==> src/rtl/dma2ch_pkg.sv <==
package dma2ch_pkg;
  localparam int CTRL_W  = 12;
  localparam int B_START = 0;
  localparam int B_WORD  = 1;
  localparam int B_TC    = 2;
  localparam int B_IRQ   = 3;
  localparam int B_TSEL  = 4;
  localparam int B_SIO   = 5;
  localparam int B_DIO   = 6;
  localparam int B_SMODE = 7;
  localparam int B_DMODE = 9;
  localparam int B_PRIO  = 11;

  localparam logic [3:0] OFF_CTRL   = 4'h0;
  localparam logic [3:0] OFF_CNT    = 4'h2;
  localparam logic [3:0] OFF_SRC_LO = 4'h4;
  localparam logic [3:0] OFF_SRC_HI = 4'h6;
  localparam logic [3:0] OFF_DST_LO = 4'h8;
  localparam logic [3:0] OFF_DST_HI = 4'hA;

  localparam logic [1:0] MODE_INC = 2'b01;
  localparam logic [1:0] MODE_DEC = 2'b10;

  typedef enum logic [2:0] {ST_IDLE, ST_RD, ST_WR, ST_USRC, ST_UDST} xfer_st_t;
endpackage

==> src/rtl/dma2ch_chan.sv <==
module dma2ch_chan
  import dma2ch_pkg::*;
#(
  parameter int PTR_W = 20,
  parameter int CNT_W = 16
) (
  input  logic              clk,
  input  logic              rst_n,
  input  logic              wr_en,
  input  logic [3:0]        wr_off,
  input  logic [15:0]       wr_data,
  input  logic              ld_src,
  input  logic              ld_dst,
  input  logic              ld_cnt,
  input  logic [PTR_W-1:0]  nxt_ptr,
  output logic [PTR_W-1:0]  src_q,
  output logic [PTR_W-1:0]  dst_q,
  output logic [CTRL_W-1:0] ctrl_q,
  output logic              irq_q,
  output logic [15:0]       rd_data
);
  localparam int HI_W = PTR_W - 16;

  logic [PTR_W-1:0]  src_d, dst_d;
  logic [CNT_W-1:0]  cnt_q, cnt_d;
  logic [CTRL_W-1:0] ctrl_d;
  logic              irq_d;
  logic              en;

  always_comb begin
    src_d  = src_q;
    dst_d  = dst_q;
    cnt_d  = cnt_q;
    ctrl_d = ctrl_q;
    irq_d  = irq_q;
    if (wr_en) begin
      case (wr_off)
        OFF_CTRL:   begin ctrl_d = wr_data[CTRL_W-1:0]; irq_d = 1'b0; end
        OFF_CNT:    cnt_d = wr_data[CNT_W-1:0];
        OFF_SRC_LO: src_d[15:0] = wr_data;
        OFF_SRC_HI: src_d[PTR_W-1:16] = wr_data[HI_W-1:0];
        OFF_DST_LO: dst_d[15:0] = wr_data;
        OFF_DST_HI: dst_d[PTR_W-1:16] = wr_data[HI_W-1:0];
        default: ;
      endcase
    end
    if (ld_src) src_d = nxt_ptr;
    if (ld_dst) dst_d = nxt_ptr;
    if (ld_cnt) begin
      cnt_d = cnt_q - 1'b1;
      if (ctrl_q[B_TC] && (cnt_d == '0)) begin
        ctrl_d[B_START] = 1'b0;
        if (ctrl_q[B_IRQ]) irq_d = 1'b1;
      end
    end
  end

  assign en = wr_en | ld_src | ld_dst | ld_cnt;

  always_ff @(posedge clk or negedge rst_n) begin
    if (!rst_n) begin
      src_q  <= '0;
      dst_q  <= '0;
      cnt_q  <= '0;
      ctrl_q <= '0;
      irq_q  <= 1'b0;
    end else if (en) begin
      src_q  <= src_d;
      dst_q  <= dst_d;
      cnt_q  <= cnt_d;
      ctrl_q <= ctrl_d;
      irq_q  <= irq_d;
    end
  end

  always_comb begin
    case (wr_off)
      OFF_CTRL:   rd_data = 16'(ctrl_q);
      OFF_CNT:    rd_data = 16'(cnt_q);
      OFF_SRC_LO: rd_data = src_q[15:0];
      OFF_SRC_HI: rd_data = 16'(src_q[PTR_W-1:16]);
      OFF_DST_LO: rd_data = dst_q[15:0];
      OFF_DST_HI: rd_data = 16'(dst_q[PTR_W-1:16]);
      default:    rd_data = 16'h0000;
    endcase
  end

  // a terminal-count transfer reaching zero stops the channel
  a_r6_tc_stops: assert property (@(posedge clk) disable iff (!rst_n)
    (ld_cnt && !wr_en && ctrl_q[B_TC] && (cnt_q == CNT_W'(1))) |=> !ctrl_q[B_START]);

  // the interrupt only rises as the result of a counted transfer
  a_r7_irq_from_tc: assert property (@(posedge clk) disable iff (!rst_n)
    $rose(irq_q) |-> $past(ld_cnt));
endmodule

==> src/rtl/dma2ch_arb.sv <==
module dma2ch_arb (
  input  logic       clk,
  input  logic       rst_n,
  input  logic [1:0] req,
  input  logic [1:0] hi,
  input  logic       take,
  output logic [1:0] gnt
);
  logic last_q, last_d;

  always_comb begin
    if (req == 2'b11) begin
      if (hi[0] != hi[1]) gnt = hi[1] ? 2'b10 : 2'b01;
      else                gnt = last_q ? 2'b01 : 2'b10;
    end else begin
      gnt = req;
    end
  end

  assign last_d = gnt[1];

  always_ff @(posedge clk or negedge rst_n) begin
    if (!rst_n)    last_q <= 1'b1;
    else if (take) last_q <= last_d;
  end

  // at most one grant, and only to a requesting channel
  a_r9_grant_valid: assert property (@(posedge clk) disable iff (!rst_n)
    $onehot0(gnt) && ((gnt & ~req) == 2'b00));
endmodule

==> src/rtl/dma2ch.sv <==
module dma2ch
  import dma2ch_pkg::*;
#(
  parameter int PTR_W = 20,
  parameter int CNT_W = 16
) (
  input  logic             clk,
  input  logic             rst_n,
  input  logic             reg_wr,
  input  logic [4:0]       reg_addr,
  input  logic [15:0]      reg_wdata,
  output logic [15:0]      reg_rdata,
  input  logic [1:0]       drq,
  input  logic             tmr_req,
  output logic [PTR_W-1:0] bus_addr,
  output logic             bus_io,
  output logic             bus_word,
  output logic             bus_rd,
  output logic             bus_wr,
  output logic [15:0]      bus_wdata,
  input  logic [15:0]      bus_rdata,
  input  logic             bus_ready,
  output logic [1:0]       irq
);
  localparam int NCH = 2;

  logic [1:0]        rst_q;
  logic              rst_s;
  xfer_st_t          st_q, st_d;
  logic              act_q, act_d;
  logic [15:0]       data_q, data_d;
  logic              take;
  logic [NCH-1:0]    req, hi, gnt;
  logic [PTR_W-1:0]  src_w [NCH];
  logic [PTR_W-1:0]  dst_w [NCH];
  logic [CTRL_W-1:0] ctrl_w [NCH];
  logic [15:0]       rd_w [NCH];
  logic [PTR_W-1:0]  opnd, step, nxt_ptr;
  logic [1:0]        mode;
  logic              dec;

  always_ff @(posedge clk or negedge rst_n) begin
    if (!rst_n) rst_q <= 2'b00;
    else        rst_q <= {rst_q[0], 1'b1};
  end
  assign rst_s = rst_q[1];

  for (genvar i = 0; i < NCH; i++) begin : g_ch
    dma2ch_chan #(.PTR_W(PTR_W), .CNT_W(CNT_W)) u_chan (
      .clk     (clk),
      .rst_n   (rst_s),
      .wr_en   (reg_wr && (reg_addr[4] == 1'(i))),
      .wr_off  (reg_addr[3:0]),
      .wr_data (reg_wdata),
      .ld_src  ((st_q == ST_USRC) && (act_q == 1'(i))),
      .ld_dst  ((st_q == ST_UDST) && (act_q == 1'(i))),
      .ld_cnt  ((st_q == ST_UDST) && (act_q == 1'(i))),
      .nxt_ptr (nxt_ptr),
      .src_q   (src_w[i]),
      .dst_q   (dst_w[i]),
      .ctrl_q  (ctrl_w[i]),
      .irq_q   (irq[i]),
      .rd_data (rd_w[i])
    );
    assign req[i] = ctrl_w[i][B_START] & (ctrl_w[i][B_TSEL] ? tmr_req : drq[i]);
    assign hi[i]  = ctrl_w[i][B_PRIO];
  end

  dma2ch_arb u_arb (
    .clk   (clk),
    .rst_n (rst_s),
    .req   (req),
    .hi    (hi),
    .take  (take),
    .gnt   (gnt)
  );

  assign reg_rdata = rd_w[reg_addr[4]];

  // single shared adder/subtractor for both pointer updates
  assign opnd    = (st_q == ST_USRC) ? src_w[act_q] : dst_w[act_q];
  assign mode    = (st_q == ST_USRC) ? ctrl_w[act_q][B_SMODE +: 2] : ctrl_w[act_q][B_DMODE +: 2];
  assign step    = {{(PTR_W-2){1'b0}}, ctrl_w[act_q][B_WORD], ~ctrl_w[act_q][B_WORD]};
  assign dec     = (mode == MODE_DEC);
  assign nxt_ptr = ((mode == MODE_INC) || dec) ? (opnd + (step ^ {PTR_W{dec}}) + PTR_W'(dec)) : opnd;

  always_comb begin
    st_d   = st_q;
    act_d  = act_q;
    data_d = data_q;
    take   = 1'b0;
    case (st_q)
      ST_IDLE: if (|gnt) begin
        take  = 1'b1;
        act_d = gnt[1];
        st_d  = ST_RD;
      end
      ST_RD: if (bus_ready) begin
        data_d = bus_rdata;
        st_d   = ST_WR;
      end
      ST_WR:   if (bus_ready) st_d = ST_USRC;
      ST_USRC: st_d = ST_UDST;
      default: st_d = ST_IDLE;
    endcase
  end

  always_ff @(posedge clk or negedge rst_s) begin
    if (!rst_s) begin
      st_q   <= ST_IDLE;
      act_q  <= 1'b0;
      data_q <= '0;
    end else begin
      st_q   <= st_d;
      act_q  <= act_d;
      data_q <= data_d;
    end
  end

  assign bus_rd    = (st_q == ST_RD);
  assign bus_wr    = (st_q == ST_WR);
  assign bus_addr  = bus_rd ? src_w[act_q] : dst_w[act_q];
  assign bus_io    = bus_rd ? ctrl_w[act_q][B_SIO] : ctrl_w[act_q][B_DIO];
  assign bus_word  = ctrl_w[act_q][B_WORD];
  assign bus_wdata = data_q;

  // a cycle waiting for ready keeps its strobe and address
  a_r4_rd_hold: assert property (@(posedge clk) disable iff (!rst_s)
    (bus_rd && !bus_ready) |=> (bus_rd && $stable(bus_addr)));
  a_r4_wr_hold: assert property (@(posedge clk) disable iff (!rst_s)
    (bus_wr && !bus_ready) |=> (bus_wr && $stable(bus_addr)));
  // a read cycle is left only into its own write cycle
  a_r11_pair: assert property (@(posedge clk) disable iff (!rst_s)
    $fell(bus_rd) |-> bus_wr);
  // the write carries what the read returned
  a_r3_data: assert property (@(posedge clk) disable iff (!rst_s)
    $rose(bus_wr) |-> (bus_wdata == $past(bus_rdata)));
endmodule

==> config.mk <==
export PLATFORM = sky130hd
export DESIGN_NAME = dma2ch
export DESIGN_NICKNAME = d
export VERILOG_FILES = /design/src/rtl/dma2ch_pkg.sv /design/src/rtl/dma2ch_chan.sv /design/src/rtl/dma2ch_arb.sv /design/src/rtl/dma2ch.sv
export SDC_FILE = /design/constraint.sdc
export NUM_CORES = 1
export LEC_CHECK = 0
export BUFFER_PORTS_ARGS = -buffer_cell sky130_fd_sc_hd__buf_2
export CORE_MARGIN = 2
export CORE_UTILIZATION = 50
export DETAILED_ROUTE_END_ITERATION = 6
export PLACE_DENSITY = 0.69
export SLEW_MARGIN = 5
export SYNTH_ARGS = -nofsm -noshare
export SYNTH_HDL_FRONTEND = slang
export SYNTH_SLANG_ARGS = --single-unit
export TNS_END_PERCENT = 20
==> constraint.sdc <==
create_clock -name clk -period 6.2 [get_ports clk]
set_clock_uncertainty 0.2 [all_clocks]
set_input_delay 0.31 -clock clk [delete_from_list [all_inputs] [get_ports clk]]
set_output_delay 0.31 -clock clk [all_outputs]
set_load 0.01 [all_outputs]
==> results.sh <==
export IMPL_final_hold_viol_count=0
export IMPL_yosys_most_used_dff="dfrtp_1"
export IMPL_nets=1317
export IMPL_cts_sinks=161
export IMPL_cts_max_level=4
export IMPL_remaining_drc_errors=11
export IMPL_max_freq_ghz=0.204
export IMPL_routed_wl_um=38200
export IMPL_leakage_nw=5.19
export IMPL_start_util=0.510
export IMPL_antenna_found_initial=0
export IMPL_hold_class="in2reg"
export IMPL_cts_root_buf="clkbuf_16"
export IMPL_required_ns=6.32
export IMPL_grt_usage=0.329
export IMPL_path_clk_slew_ns=0.08
export IMPL_fin_crit_sh=0.790
export IMPL_path_class="reg2reg"
export IMPL_io_pins=102
export IMPL_vias_per_cell=6.89
export IMPL_p_int_mw=3.65
export IMPL_netlist_area_um2=11200
export IMPL_pwr_share_seq=0.305
export IMPL_detail_route_iter0_violations=1445
export IMPL_drv_cap=0
export IMPL_cp_data_arrival_time_ns=5.02
export IMPL_wl_per_cell_um=24.6
export IMPL_fin_crit_ns=4.90
export IMPL_p_sw_frac=0.484
export IMPL_worst_slack_ns=1.30
export IMPL_synth_area_per_cell_um2=9.31
export IMPL_multi_input_area_um2=6670
export IMPL_drive_above_1_share=0.218
export IMPL_synth_nets=1252
export IMPL_dr_total_vias=10700
export IMPL_die_area_um2=23500
export IMPL_pwr_share_clk=0.154
export IMPL_postCtsHoldBufs=19
export IMPL_final_cells=1557
export IMPL_setup_viol_count_final=0
export IMPL_fp_coreArea_um2=21900
export IMPL_overflow=0
export IMPL_ys_warn_count=0
export IMPL_diodes=0
export IMPL_fillers=1919
export IMPL_ys_async_sr_fraction=1.00
export IMPL_worstSetupEndpointType="flop"
export IMPL_synth_ff_latch_count=161
export IMPL_dp_slack_ns=1.46
export IMPL_grt_pass1_wl_um=60500
export IMPL_synth_enable_flop_cells=0
export IMPL_die_h_um=153
export IMPL_drtAntennaViolNets=0
export IMPL_cts_path_max_buffers=2
export IMPL_synth_distinct_cells=89
export IMPL_maxSlewHeadroom=0.172
export IMPL_crit_path_start_kind="flop"
export IMPL_postCtsSetupBuffers=0
export IMPL_die_x_um=153
export IMPL_clock_latency_ns=0.44
export IMPL_grt_max_degree=65
export IMPL_numPortBuffers=101
export IMPL_finalMaxSlewViolations=0
export IMPL_gp_congestion=0.938
export IMPL_synth_seq_area_share=0.361
export IMPL_dp_cells=1506
export IMPL_firstDrtPassIters=7
export IMPL_comb_power_share=0.541
export IMPL_vdd_ir_drop_max_uv=274
export IMPL_seq_area_um2=4040
export IMPL_status="finished, violations left"
export IMPL_dp_final_hpwl_um=26300
export IMPL_tns_ns=0
export IMPL_first_global_vias=10400
export IMPL_violations="DRC"
export IMPL_fp_row_count=54
export IMPL_p_switching_mw=3.42
export IMPL_cts_repair_resize_count=0
export IMPL_min_path_cells=3
export IMPL_power_density_nw_per_um2=561
export IMPL_rsz0062_at_grt="false"
export IMPL_syn_to_final_growth_pct=13.0
export IMPL_cts_buffers=17
export IMPL_r2r_cells=16
export IMPL_worst_pin_slew_ns=1.24
export IMPL_cp_max_fo=42
export IMPL_synth_cells=1199
export IMPL_cts_tree="built"
[path summary, 6_finish.rpt]
path / end / slack [ns] / start
min: g_ch[0].u_chan.cnt_q[15] / 0.01 / reg_wdata[15]
min reg2reg: rst_q[1] / 0.16 / rst_q[0]
max reg2reg: g_ch[1].u_chan.dst_q[19] / 1.30 / st_q[2]
max in group asynchronous: act_q / 4.25 / rst_q[1]
min in group asynchronous: g_ch[0].u_chan.ctrl_q[8] / 0.26 / rst_q[1]
max: g_ch[1].u_chan.dst_q[19] / 1.30 / st_q[2]
[state kept, by name, indices dropped and copies added (netlist names)]
name                flops
act_q                   1
bus_wdata              16
g_ch.u_chan.cnt_q      32
g_ch.u_chan.ctrl_q     24
g_ch.u_chan.dst_q      40
g_ch.u_chan.irq_q       2
g_ch.u_chan.src_q      40
rst_q                   2
st_q                    3
u_arb.last_q            1
[power by group through the flow]
stage | clock, mW | sequential, mW | combinational [mW]
CTS | 1.09 | 2.12 | 3.76
global route | 1.14 | 2.21 | 4.13
detailed placement | 0 | 2.13 | 3.73
global placement | 0 | 2.11 | 3.68
floorplan | 0 | 1.90 | 2.81
finish | 1.09 | 2.16 | 3.82
[stage by stage]
step	area, um^2	utilization	hold WS, ns	total power, mW
3_5_place_dp	11800	0.540	-0.102	5.86
3_3_place_gp	11800	0.540	-0.105	5.79
4_1_cts	12600	0.576	0.00653	6.97
6_report	12600	0.576	0.0138	7.07
2_1_floorplan	11200	-	-0.186	4.70
5_1_grt	12600	0.576	0.0501	7.48
[synthesized netlist by cell type, types with 8 or more instances]
cell type / n / area share
xor2_1: 9 / 0.0071
inv_1: 19 / 0.0064
mux2_2: 43 / 0.043
a211oi_1: 53 / 0.036
mux2i_1: 32 / 0.029
a21oi_1: 108 / 0.048
xnor2_1: 24 / 0.019
and3_1: 50 / 0.028
a31oi_1: 10 / 0.0056
o22ai_1: 10 / 0.0056
nor3_1: 32 / 0.014
ha_1: 8 / 0.0090
nor2b_1: 18 / 0.010
nand3_1: 27 / 0.012
mux4_2: 39 / 0.079
a222oi_1: 24 / 0.022
or3_1: 11 / 0.0062
clkbuf_1: 76 / 0.026
nor2_1: 99 / 0.033
buf_2: 9 / 0.0040
dfrtp_1: 160 / 0.36
o21ai_1: 14 / 0.0063
a211o_1: 8 / 0.0063
a22oi_1: 22 / 0.015
o21ai_0: 55 / 0.025
nand2_1: 99 / 0.033
[cell usage in the layout, fill, tap and decap left out, types with 27 or more instances in the layout]
master | synthesis | routed
dfrtp_1 | 160 | 158
a21oi_1 | 108 | 108
buf_2 | 9 | 101
nand2_1 | 99 | 99
nor2_1 | 99 | 98
o21ai_0 | 55 | 55
a211oi_1 | 53 | 53
and3_1 | 50 | 48
mux2_2 | 43 | 43
mux4_2 | 39 | 39
mux2i_1 | 32 | 32
nor3_1 | 32 | 29
nand3_1 | 27 | 27
[metal layers]
metal	wire, um	part of all wire	track usage
met2	17500	0.46	0.517
met1	15300	0.40	0.453
met4	1210	0.032	0.107
met5	0	0	0
met3	4190	0.11	0.0768
[kinds of logic after synthesis]
family / after synthesis / synth area share
compound gates: 381 / 0.234
simple gates: 378 / 0.166
flops: 161 / 0.361
buf+inv: 118 / 0.0449
mux: 117 / 0.156
xor+xnor: 33 / 0.0259
fa+ha+maj: 10 / 0.0117
other cells: 1 / 0.000336
[critical path, stage by stage, from the launching register on]
cell      delay [ns]
dfrtp_1         0.54
nand3b_4        0.33
mux4_2          0.34
inv_1           0.10
ha_1            0.18
buf_4           0.40
nor2_1          0.09
nor2_1          0.20
ha_1            0.28
a221oi_1        0.40
a211oi_2        0.18
o31ai_2         0.41
o31ai_2         0.15
nand2_1         0.11
mux2i_2         0.43
xor2_1          0.32
o21ai_1         0.09
[cell type report]
type                       count  area share
clock buffer                  17      0.0337
tap                          280      0.0278
timing repair buffer         144      0.0695
clock inverter                15      0.0142
inverter                      20     0.00595
sequential                   161       0.320
multi-input combinational    920       0.529
Power figures use the tool's default switching activity.
